<file path="src/rtl/wrr_arb_pkg.sv">
package wrr_arb_pkg;
    typedef enum logic [1:0] {
        OWN_IDLE = 2'd0,
        OWN_RX   = 2'd1,
        OWN_TX   = 2'd2
    } owner_e;
endpackage

</file>
<file path="src/rtl/arb_cfg_reg.sv">
module arb_cfg_reg #(
    parameter int WEIGHT_W = 2
) (
    input  logic                  clk,
    input  logic                  rst_n,
    input  logic                  we,
    input  logic [2*WEIGHT_W:0]   wdata,
    output logic [WEIGHT_W-1:0]   rx_w,
    output logic [WEIGHT_W-1:0]   tx_w,
    output logic                  rr_dis
);
    localparam int CFG_W = 2*WEIGHT_W + 1;

    logic [CFG_W-1:0] cfg_d, cfg_q;

    always_comb begin
        cfg_d = cfg_q;
        if (we) cfg_d = wdata;
    end

    always_ff @(posedge clk or negedge rst_n) begin
        if (!rst_n) cfg_q <= '0;
        else        cfg_q <= cfg_d;
    end

    assign rx_w   = cfg_q[WEIGHT_W-1:0];
    assign tx_w   = cfg_q[2*WEIGHT_W-1:WEIGHT_W];
    assign rr_dis = cfg_q[CFG_W-1];
endmodule

</file>
<file path="src/rtl/arb_credit.sv">
module arb_credit #(
    parameter int WEIGHT_W = 2,
    parameter int CNT_W    = 4
) (
    input  logic                clk,
    input  logic                rst_n,
    input  logic                load,
    input  logic [WEIGHT_W-1:0] load_w,
    input  logic                dec,
    output logic [CNT_W-1:0]    cnt,
    output logic                last
);
    logic [CNT_W-1:0] cnt_d, cnt_q;

    always_comb begin
        cnt_d = cnt_q;
        if (load)                   cnt_d = CNT_W'(1) << load_w;
        else if (dec && cnt_q != 0) cnt_d = cnt_q - CNT_W'(1);
    end

    always_ff @(posedge clk or negedge rst_n) begin
        if (!rst_n) cnt_q <= '0;
        else        cnt_q <= cnt_d;
    end

    assign cnt  = cnt_q;
    assign last = (cnt_q == CNT_W'(1));
endmodule

</file>
<file path="src/rtl/arb_pick.sv">
module arb_pick
    import wrr_arb_pkg::*;
(
    input  logic   rx_req,
    input  logic   tx_req,
    input  logic   rr_dis,
    input  logic   prefer_tx,
    output owner_e pick
);
    always_comb begin
        pick = OWN_IDLE;
        if (rx_req && tx_req) begin
            if (rr_dis)         pick = OWN_RX;
            else if (prefer_tx) pick = OWN_TX;
            else                pick = OWN_RX;
        end else if (rx_req) begin
            pick = OWN_RX;
        end else if (tx_req) begin
            pick = OWN_TX;
        end
    end
endmodule

</file>
<file path="src/rtl/wrr_bus_arbiter.sv">
module wrr_bus_arbiter
    import wrr_arb_pkg::*;
#(
    parameter int WEIGHT_W = 2
) (
    input  logic                clk,
    input  logic                rst_n,
    input  logic                rx_req,
    input  logic                tx_req,
    input  logic                xfer_done,
    input  logic                cfg_we,
    input  logic [2*WEIGHT_W:0] cfg_wdata,
    output logic [1:0]          grant,
    output logic [1:0]          arb_state
);
    localparam int MAX_CREDIT = 1 << ((1 << WEIGHT_W) - 1);
    localparam int CNT_W      = $clog2(MAX_CREDIT + 1);

    typedef struct packed {
        owner_e owner;
        logic   last_tx;
    } arb_st_t;

    arb_st_t st_d, st_q;

    logic [WEIGHT_W-1:0] rx_w, tx_w, load_w;
    logic                rr_dis;
    logic [CNT_W-1:0]    credit;
    logic                credit_last;
    logic                own_req, in_turn, turn_end, boundary;
    logic                prefer_tx, load, dec;
    owner_e              pick;

    arb_cfg_reg #(.WEIGHT_W(WEIGHT_W)) u_cfg (
        .clk(clk), .rst_n(rst_n), .we(cfg_we), .wdata(cfg_wdata),
        .rx_w(rx_w), .tx_w(tx_w), .rr_dis(rr_dis)
    );

    arb_pick u_pick (
        .rx_req(rx_req), .tx_req(tx_req), .rr_dis(rr_dis),
        .prefer_tx(prefer_tx), .pick(pick)
    );

    arb_credit #(.WEIGHT_W(WEIGHT_W), .CNT_W(CNT_W)) u_credit (
        .clk(clk), .rst_n(rst_n), .load(load), .load_w(load_w),
        .dec(dec), .cnt(credit), .last(credit_last)
    );

    always_comb begin
        st_d      = st_q;
        in_turn   = (st_q.owner != OWN_IDLE);
        own_req   = (st_q.owner == OWN_RX) ? rx_req :
                    (st_q.owner == OWN_TX) ? tx_req : 1'b0;
        turn_end  = in_turn && (!own_req || (xfer_done && credit_last));
        boundary  = !in_turn || turn_end;
        prefer_tx = in_turn ? (st_q.owner == OWN_RX) : !st_q.last_tx;
        load      = boundary && (pick != OWN_IDLE);
        load_w    = (pick == OWN_TX) ? tx_w : rx_w;
        dec       = in_turn && own_req && xfer_done && !turn_end;
        if (boundary) st_d.owner = pick;
        if (load)     st_d.last_tx = (pick == OWN_TX);
    end

    always_ff @(posedge clk or negedge rst_n) begin
        if (!rst_n) begin
            st_q.owner   <= OWN_IDLE;
            st_q.last_tx <= 1'b1;
        end else begin
            st_q <= st_d;
        end
    end

    assign grant     = {(st_q.owner == OWN_TX) && tx_req, (st_q.owner == OWN_RX) && rx_req};
    assign arb_state = st_q.owner;

    assert_grant_onehot_R9: assert property (@(posedge clk) disable iff (!rst_n)
        $onehot0(grant));

    assert_idle_no_grant_R11: assert property (@(posedge clk) disable iff (!rst_n)
        (arb_state == 2'd0) |-> (grant == 2'b00));

    assert_credit_live_R2: assert property (@(posedge clk) disable iff (!rst_n)
        in_turn |-> (credit != '0 && credit <= CNT_W'(MAX_CREDIT)));

    assert_drop_ends_turn_R5: assert property (@(posedge clk) disable iff (!rst_n)
        (st_q.owner == OWN_RX && !rx_req) |=> (st_q.owner != OWN_RX));

    assert_alternate_R4: assert property (@(posedge clk) disable iff (!rst_n)
        (!rr_dis && st_q.owner == OWN_RX && rx_req && tx_req && xfer_done && credit_last)
        |=> (st_q.owner == OWN_TX));

    assert_rx_priority_R6: assert property (@(posedge clk) disable iff (!rst_n)
        (rr_dis && !in_turn && rx_req) |=> (st_q.owner == OWN_RX));

    assert_idle_done_R10: assert property (@(posedge clk) disable iff (!rst_n)
        (!in_turn && !rx_req && !tx_req) |=> (st_q.owner == OWN_IDLE));
endmodule

</file>
<file path="config.mk">
export PLATFORM = sky130hd
export DESIGN_NAME = wrr_bus_arbiter
export DESIGN_NICKNAME = d
export VERILOG_FILES = /design/src/rtl/wrr_arb_pkg.sv /design/src/rtl/arb_cfg_reg.sv /design/src/rtl/arb_credit.sv /design/src/rtl/arb_pick.sv /design/src/rtl/wrr_bus_arbiter.sv
export SDC_FILE = /design/constraint.sdc
export NUM_CORES = 1
export LEC_CHECK = 0
export ABC_CLOCK_PERIOD_IN_PS = 2800
export BUFFER_PORTS_ARGS = -buffer_cell sky130_fd_sc_hd__clkbuf_2
export CAP_MARGIN = 0
export CORE_UTILIZATION = 55
export CTS_CLUSTER_SIZE = 12
export DETAILED_ROUTE_END_ITERATION = 8
export PLACE_DENSITY = 0.82
export SLEW_MARGIN = 40
export SYNTH_ARGS = -nofsm -noshare
export SYNTH_HDL_FRONTEND = slang
export SYNTH_SLANG_ARGS = --single-unit
</file>
<file path="constraint.sdc">
create_clock -name clk -period 2.8 [get_ports clk]
set_input_delay 0.7 -clock clk [delete_from_list [all_inputs] [get_ports clk]]
set_output_delay 0.7 -clock clk [all_outputs]
set_load 0.02 [all_outputs]
</file>
==> summary.md <==
| Metric | Value |
|---|---|
| Final setup fails | 0 |
| Mapped Area | 753 um^2 |
| Worst EP arrival | 1.26 ns |
| Core area | 1190 um^2 |
| Ant diodes | 0 |
| Clk buf depth | 2 |
| Site row count | 12 |
| Mean Syn Cell Area | 10.9 um^2 |
| Largest net degree at the start of global routing | 13 |
| Via count | 565 |
| Post-CTS sizing | 0 |
| Nets | 100 |
| Max VDD drop | 0.000430 V |
| Max-capacitance violation count | 0 |
| Unique masters post-synth | 32 |
| Fin crit share | 70.0% |
| Number of global-route vias before repair | 573 |
| Critical path class | in2out |
| Syn. warnings | 0 |
| Top cells by area, synth | dfrtp_1 37%, mux2_2 9.0%, ha_1 5.0% |
| Hold-fix buffers, CTS | 0 |
| GRT Util Overall | 23.5% |
| CTS tree | yes |
| Primary FF master, synth | dfrtp_1 |
| Clock Sinks | 12 |
| Slew Limit Headroom | 77.6% |
| Layout cells sized above 1 | 40.0% |
| Die Height | 39.0 um |
| Initial drt markers | 7 |
| Async set-reset flop share out of synthesis | 100% |
| Final min period | 1.96 ns |
| CTS Root Cell | clkbuf_4 |
| DRC Markers | 0 |
| Fin Clk Skew | 0.00215 ns |
| P_leak | 0.000395 uW |
| Worst Max-Slew Pin Slew | 0.336 ns |
| # fillers | 94 |
| DR vias/cell | 5.71 |
| Initial antenna violation count | 0 |
| Yosys top cell by area | dfrtp_1 |
| Post-DRT Antenna Nets | 0 |
| Most frequent cell after synthesis | dfrtp_1 |
| WL/cell | 13.9 um |
| First-pass GRT wire length | 2310 um |
| Critical Path RT | 2.10 ns |
| Power per cell area | 857 nW/um^2 |
| Unrepaired setup endpoints after global routing | false |
| Io pins | 15 |
| Clock H-tree levels | 1 |
| Synth-to-Final Area Change | 13.1% |
| Endpoints failing hold | 0 |
| Port bufs | 14 |
| Worst-Skew Late Latency | 0.26 ns |
| Critical path peak fanout | 4 |
| Crit. End Element | output port |
| DIE AREA | 1520 um^2 |
| Grt ovf | 0 |
| Status | finished clean |
| Worst Setup Start Kind | input port |
| Post-synth EDFFs | 0 |
| Final core occ | 71.8% |
| Synth Register Bits | 12 |
| Final max-slew violation count | 0 |
| Post-Layout Cell Count | 99 |
| DR pass1 iterations | 2 |
| Share of the synthesized area in the top cell type | 36.5% |
| Seq/Total Area, Yosys | 40.0% |
| Net count after synthesis | 83 |
| Gate Count Post-Synth | 69 |
| Max Clock Freq | 510 MHz |
| Type of the most critical hold path | in2async |
| Setup tns final | 0 ns |
| DP Wirelength | 1170 um |
| Setup Buffers After CTS | 0 |
| Routability cong. | 0.758 |
| Dpl cells | 95 |
| Cts bufs inserted | 3 |
| Drt total wl | 1380 um |
| Initial core utilization | 63.5% |
| Die W | 39.0 um |
| Worst-path clk slew | 0.07 ns |
| Most frequent cells after synthesis | 11 x dfrtp_1, 6 x mux2_2, 6 x nand2_1 |
| Power, Total | 730 uW |
## worst max-delay path, cell delays in order
cell and delay, ns:
clkbuf_2 0.14, and3b_4 0.25, clkbuf_2 0.17
## cell families (layout without fill, tap and decap cells)
logic type,Yosys count,in the layout,share of synthesized area (%)
xor gates and xnor gates,1,1,1.16
buffers and inverters,6,22,3.99
AOI/OAI and AO/OA,20,20,22.9
adders and majority gates,3,3,4.98
DFF,12,12,40.0
and+or+nand+nor,20,20,16.6
muxes,7,7,10.3
## cells in the final DEF, fill, tap and decap left out
cell and count:
o31ai_1 1, and3b_4 2, o21ai_0 2, a31oi_1 2, o22ai_2 1, o21ai_2 2, nand2b_1 2, or2_4 1
a21o_2 1, o22a_2 1, dfrtp_1 11, clkbuf_1 1, nor3_1 1, inv_1 4, clkbuf_4 3, a211oi_2 1
ha_1 3, o211ai_1 1, nor2_1 2, nand2_1 6, or4_1 1, nor3b_1 2, o221ai_4 1, clkbuf_2 14
xnor2_1 1, a21oi_1 2, and3b_1 1, dfstp_2 1, mux2i_1 1, mux2_2 6, nor2b_1 2, a21o_1 2
o21ai_1 1, o31a_1 2
## per-layer routing
metal	share of wire (%)	global-route usage [%]
met2	58	48.3
met3	3.7	8.67
met4	0	2.59
met5	0	0
met1	39	21.7
## state kept, by name, summed over array words and instances (netlist names)
signal	flops
u_cfg.cfg_q	5
u_credit.cnt	4
arb_state	2
st_q	1
## report_power, final
group          leakage, uW  total [uW]  switching (uW)  internal [uW]
registers         0.000144         289            58.4            231
clock network    0.0000150         105            49.8           55.1
logic             0.000236         336             179            157
## final timing paths
| kind | start | to | slack [ns] | cells past startpoint |
|---|---|---|---|---|
| min in group clk | st_q[0]$_DFFE_PN1N_ | st_q[0]$_DFFE_PN1N_ | 0.52 | 1 |
| hold / removal | rst_n | u_cfg.cfg_q[3]$_DFFE_PN0P_ | 0.31 | 1 |
| hold reg to reg | st_q[0]$_DFFE_PN1N_ | st_q[0]$_DFFE_PN1N_ | 0.52 | 1 |
| setup / recovery | tx_req | grant[1] | 0.84 | 3 |
| max in group asynchronous | rst_n | st_q[0]$_DFFE_PN1N_ | 2.22 | 1 |
| setup reg to reg | u_credit.cnt[1]$_DFFE_PN0P_ | u_credit.cnt[0]$_DFFE_PN0P_ | 1.28 | 7 |
## stage by stage
step | cell area [um^2] | hold WS [ns] | setup WS, ns
floorplan | 753 | 0.404 | 1.14
global placement | 826 | 0.510 | 0.858
detailed placement | 826 | 0.514 | 0.838
CTS | 852 | 0.304 | 0.837
global route | 852 | 0.323 | 0.809
finish | 852 | 0.306 | 0.839
## area by class of cell
| type | instances | area [um^2] | share of cell area, % |
|---|---|---|---|
| Inverter | 4 | 15.0 | 1.76 |
| Tap cell | 14 | 17.5 | 2.06 |
| Timing Repair Buffer | 14 | 70.1 | 8.22 |
| Sequential cell | 12 | 302 | 35.4 |
| Clock buffer | 4 | 26.3 | 3.08 |
| Multi-Input combinational cell | 51 | 422 | 49.5 |
Power figures use the tool's default switching activity.
